[src/rtl/hs_width_bridge.sv]
module hs_width_bridge #(
  parameter int BYTE_W = 8
) (
  input  logic                clk,
  input  logic                rst,
  input  logic                prod_req,
  input  logic                prod_wr,
  input  logic [BYTE_W-1:0]   prod_data,
  output logic                prod_ack,
  output logic                prod_more,
  output logic                cons_req,
  input  logic                cons_ack,
  output logic                cons_rdy,
  output logic [2*BYTE_W-1:0] cons_data
);

  localparam int OCC_W = 2;
  localparam logic [OCC_W-1:0] OCC_FULL = 2'd2;

  typedef enum logic [2:0] {S_IDLE, S_GRANT, S_WAIT, S_FILL, S_FULL} st_t;

  st_t              st;
  logic [OCC_W-1:0] occ;
  logic [BYTE_W-1:0] lo_q, hi_q;

  always_ff @(posedge clk) begin
    if (rst) begin
      st   <= S_IDLE;
      occ  <= '0;
      lo_q <= '0;
      hi_q <= '0;
    end else begin
      case (st)
        S_IDLE:  if (prod_req) st <= S_GRANT;
        S_GRANT: st <= cons_ack ? S_FILL : S_WAIT;
        S_WAIT:  if (cons_ack) st <= S_FILL;
        S_FILL: begin
          if (prod_wr) begin
            if (occ == '0) begin
              lo_q <= prod_data;
              occ  <= 2'd1;
            end else begin
              hi_q <= prod_data;
              occ  <= OCC_FULL;
              st   <= S_FULL;
            end
          end
        end
        S_FULL: begin
          occ <= '0;
          st  <= S_IDLE;
        end
        default: st <= S_IDLE;
      endcase
    end
  end

  assign prod_ack  = (st == S_GRANT);
  assign cons_req  = (st == S_GRANT) || (st == S_WAIT);
  assign prod_more = (st == S_FILL) && (occ == 2'd1);
  assign cons_rdy  = (st == S_FULL);
  assign cons_data = {hi_q, lo_q};


  occ_range_chk: assert property (@(posedge clk) disable iff (rst)
    occ <= OCC_FULL);


  read_when_full_chk: assert property (@(posedge clk) disable iff (rst)
    cons_rdy |-> occ == OCC_FULL);


  ack_next_chk: assert property (@(posedge clk) disable iff (rst)
    (st == S_IDLE && prod_req) |=> prod_ack);


  ack_single_chk: assert property (@(posedge clk) disable iff (rst)
    prod_ack |=> !prod_ack);


  req_hold_chk: assert property (@(posedge clk) disable iff (rst)
    (cons_req && !cons_ack) |=> cons_req);


  more_one_byte_chk: assert property (@(posedge clk) disable iff (rst)
    prod_more |-> (occ == 2'd1 && !cons_req));


  rdy_pulse_chk: assert property (@(posedge clk) disable iff (rst)
    cons_rdy |=> (!cons_rdy && occ == '0));


  full_absorb_chk: assert property (@(posedge clk) disable iff (rst)
    cons_rdy |=> $stable(cons_data));

endmodule

[config.mk]
export PLATFORM = sky130hd
export DESIGN_NAME = hs_width_bridge
export DESIGN_NICKNAME = d
export VERILOG_FILES = /design/src/rtl/hs_width_bridge.sv
export SDC_FILE = /design/constraint.sdc
export NUM_CORES = 1
export LEC_CHECK = 0
export ABC_AREA = 1
export BUFFER_PORTS_ARGS = -buffer_cell sky130_fd_sc_hd__buf_4
export CAP_MARGIN = 15
export CORE_UTILIZATION = 42
export CTS_CLUSTER_DIAMETER = 120
export DETAILED_ROUTE_END_ITERATION = 7
export GPL_TIMING_DRIVEN = 1
export MAX_ROUTING_LAYER = met4
export PLACE_DENSITY = 0.76
export RECOVER_POWER = 25
export SYNTH_ARGS = -nofsm -noshare
export SYNTH_HDL_FRONTEND = slang
export SYNTH_SLANG_ARGS = --single-unit
[constraint.sdc]
create_clock -name clk -period 1.1 [get_ports clk]
set_clock_uncertainty 0.1 [all_clocks]
set_input_delay 0.22 -clock clk [delete_from_list [all_inputs] [get_ports clk]]
set_output_delay 0.22 -clock clk [all_outputs]
set_load 0.01 [all_outputs]
Word-level counts from Yosys, hierarchy flattened
Cells that the tools add are included.
W data, S select, Z words.
{ "classes": {"reduce_logical": 9, "bitwise_logic": 1, "n_eq_ne": 9, "muxes": 9} }
{ "ops": {"columns": ["op", "n"], "rows": [
  ["$mux W3", 4],
  ["$pmux W3 S4", 1],
  ["$ne A2 B2 Y1 const B", 4],
  ["$eq A3 B2 Y1 const B", 2],
  ["$reduce_and A3 Y1", 2],
  ["$mux W2", 2],
  ["$pmux W2 S2", 1],
  ["$reduce_and A4 Y1", 1],
  ["$eq A3 B1 Y1 const B", 1],
  ["$eq A3 B3 Y1 const B", 1],
  ["$logic_not A3 Y1", 1],
  ["$eq A2 B1 Y1 const B", 1],
  ["$logic_not A2 Y1", 1],
  ["$reduce_and A2 Y1", 1],
  ["$reduce_bool A2 Y1", 1],
  ["$logic_and A1 B1 Y1", 1],
  ["$logic_or A1 B1 Y1", 1],
  ["$mux W1", 1],
  ["$not A1 Y1", 1]
]} }
{ "totals": {"output_inout_bits": 20, "input_bits": 13, "regBits": 21, "wordCells": 32} }

Longest topological paths before layout
{ "depth": {"word_depth": 4, "ltp_mapped": 6, "mapped_depth_nobuf": 6} }

Worst setup path after synthesis
No wires, ideal clock.
{ "synth_timing": {"path_type": "register to register", "from": "register st[1]", "to": "register hi_q[0]", "t_required_ns": 0.887, "stages_incl_launch_ff": 7, "path_slack_ns": -0.059, "synth_period_minus_slack_ns": 1.159, "arrival_ns": 0.946, "setup_time_ns": 0.113, "n_path_buf": 1, "cell_sequence": "dfxtp_1 -> nand2_2 -> nor2_4 -> nand2_2 -> buf_6 -> o21ai_1 -> nor2_1"} }
{ "synth_between": {"elab_chain_len": 2} }
{ "synth_rtl": {"columns": ["item", "line", "text"], "rows": [
  ["from (decl)", "22", "st_t st;"],
  ["from (signal assigned)", "35", "S_GRANT: st <= cons_ack ? S_FILL : S_WAIT;"],
  ["$eq A3 B2 Y1", "33", "case (st)"],
  ["$reduce_and A3 Y1 (no source line)", null, null],
  ["to (signal assigned)", "43", "hi_q <= prod_data;"],
  ["to (decl)", "24", "logic [BYTE_W-1:0] lo_q, hi_q;"]
]} }
Every way passes these cells.
A chain may end at the register's enable or synchronous reset.

Final worst setup path
{ "layout_timing": {"from": "register st[0]", "to": "output cons_req"} }
{ "layout_between": {"elab_chain_len": 2, "word_cells_on_any_way": 3, "classes_between": "eq/ne (2); reduce/logical (1)"} }
{ "layout_rtl": {"columns": ["item", "line", "text"], "rows": [
  ["$eq A3 B1 Y1 / $eq A3 B2 Y1 (equally long branches)", "59", "assign cons_req = (st == S_GRANT) || (st == S_WAIT);"],
  ["$logic_or A1 B1 Y1 (*)", "59", null],
  ["to (decl)", "11", "output logic cons_req,"]
]} }
Every way passes the cells marked *; elsewhere a longest branch is shown, timed or not.

==> impl_metrics.py <==
metrics = {
    "outcome": {
        "outcome": "complete, but fails checks",
        "failed_checks": "negative setup slack",
    },
    "pwr": {
        "p_leak_nw": 0.760,
        "ir_worst_vdd_mv": 0.995,
        "power_density_nw_per_um2": 1060,
    },
    "global_routing": {
        "grt_max_degree": 12,
        "overflow": 0,
        "antenna_found_initial": 0,
        "grt_pass1_vias": 830,
        "grt_pass1_wl_microns": 3710,
        "grt_usage": 0.247,
    },
    "detailed_routing": {
        "postRouteAntennaNets": 0,
        "drt_iter0_markers": 24,
        "vias": 1012,
        "wl_per_cell_microns": 15.4,
        "firstDrtPassIters": 4,
        "routed_wl_microns": 3030,
        "via_per_inst": 5.14,
        "drcViolationCount": 0,
    },
    "sta": {
        "setup_viol": 27,
        "setup_slack_ps": -394,
        "max_freq_mhz": 669,
        "finalCritPeriodShare": 1.36,
        "rsz0062_at_grt": "true",
        "period_minus_slack_ps": 1490,
        "slew_violations": 0,
        "fin_setup_tns_ps": -5020,
        "hold_viol": 0,
        "worst_slew_pin_slew_ps": 402,
        "holdWs_ps": 71.5,
        "relSlewSlack": 0.732,
    },
    "critical_path": {
        "r2r_setup_slack_ps": -270,
        "cp-end-kind": "output pin",
        "worstPathMaxFanout": 5,
        "critPathArrivalTime_ps": 1170,
        "ff2ff_path_depth": 7,
        "crit_type": "reg -> out",
        "critPathLaunchType": "flip-flop",
        "cp.required_ps": 780,
    },
    "place": {
        "place_inst": 175,
        "placed_cell_area_sq_um": 1160,
        "routabilityCongestion": 0.776,
        "hpwl_microns": 1500,
        "dp_slack_ps": -115,
        "io_buffers": 32,
    },
    "floorplanning": {
        "num_rows": 15,
        "core-area_sq_um": 1820,
        "die_h_microns": 47.2,
        "ios": 33,
        "dieArea_sq_um": 2230,
        "initial_utilization": 0.471,
        "die_x_microns": 47.2,
    },
    "clocking": {
        "cts.sinks": 21,
        "clkLatencyLatePin_ps": 300,
        "clk_pin_slew_ps": 110,
        "cts_buffers": 3,
        "clock_path_buffers": 2,
        "clockRootBuffer": "clkbuf_4",
        "cts_tree": "done",
        "htreeDepth": 1,
    },
    "layout": {
        "antennaDiodeCount": 0,
        "final_common_cell": "buf_4",
        "drive_above_1_share": 0.692,
        "final_cell_mix": "buf_4, nor2_1, dfxtp_2, buf_6",
        "fin_area_sq_um": 1640,
        "areaGrowthSynthToFinish_pct": 91.5,
        "nets": 186,
        "instances_no_fill": 197,
    },
    "yosys": {
        "post_synth_num_cell_types": 18,
        "synth-warning-count": 0,
        "synthCells": 115,
        "synth_area_sq_um": 857,
        "syn_nets": 128,
        "ys_seq_elements": 21,
        "seq_area_frac_synth": 0.491,
        "syn_area_per_cell_sq_um": 7.45,
    },
    "hold_path": {
        "whs_path_depth": 3,
        "hold_path_class": "in -> reg",
    },
    "run": {
        "maxCapViolations": 0,
    },
}
==> synthesized netlist by cell type (all sizes together) <==
master,instances,area share
nand3b,1,0.0088
nor2,45,0.22
buf,1,0.013
a21oi,3,0.022
nand3,6,0.041
inv,8,0.038
nand2,12,0.058
clkbuf,1,0.0044
dfxtp,21,0.49
o21ai,17,0.099
==> final cells by class <==
type | instances | area [sq um]
Sequential cell | 21 | 453
Fill cell | 69 | 179
Multi-Input combinational cell | 85 | 602
Inverter | 8 | 45.0
Clock buffer | 4 | 26.3
Timing Repair Buffer | 54 | 484
Tap cell | 25 | 31.3
==> cell families after synthesis <==
family,Yosys count,share of synthesized area
AOI/OAI and AO/OA,20,0.121
buffers and inverters,10,0.0555
and+or+nand+nor,64,0.333
DFF,21,0.491
==> worst paths after layout <==
kind                                    from        to
worst max-delay path                   st[0]  cons_req
worst min-delay path            prod_data[2]   lo_q[2]
worst max register to register         st[1]   hi_q[7]
worst min register to register       lo_q[2]   lo_q[2]
==> worst max-delay path, cell delays in order, from the launching register on <==
cell and delay, ps:
dfxtp_4 400, buf_4 140, nand3_2 110, nand2_2 90
buf_4 120
==> per-layer routing <==
| layer | share of wire | track usage | vias up |
|---|---|---|---|
| li1 | - | - | 484 |
| met1 | 0.39 | 0.312 | 485 |
| met2 | 0.53 | 0.381 | 35 |
| met3 | 0.054 | 0.0769 | 8 |
| met4 | 0.021 | 0.0629 | 0 |
| met5 | 0 | - | - |
==> through the flow <==
stage	util	total power [mW]
floorplan	-	1.02
finish	0.902	1.73
global route	0.902	1.80
CTS	0.793	1.63
global placement	0.637	1.15
detailed placement	0.637	1.16
==> power by group <==
group | total, mW | switching [mW] | internal [mW]
combinational | 0.518 | 0.266 | 0.252
sequential | 0.853 | 0.0486 | 0.804
clock | 0.363 | 0.222 | 0.141
total | 1.73 | 0.537 | 1.20
==> repair_timing <==
| item | CTS | global route |
|---|---|---|
| resized for setup | 55 | 42 |
| cloned | 1 | 0 |
| pin swaps | 10 | 11 |
| endpoints found under the setup margin | 30 | 41 |
| hold buffers | 1 | 0 |
| hold endpoints to repair | 3 | 0 |
| buffers inserted | 8 | 11 |
==> registers in the layout (all words and copies together), names as in the netlist <==
signal and flops:
lo_q 8, st 3, hi_q 8, occ 2
Note: power is estimated with default switching activity, not from simulation.
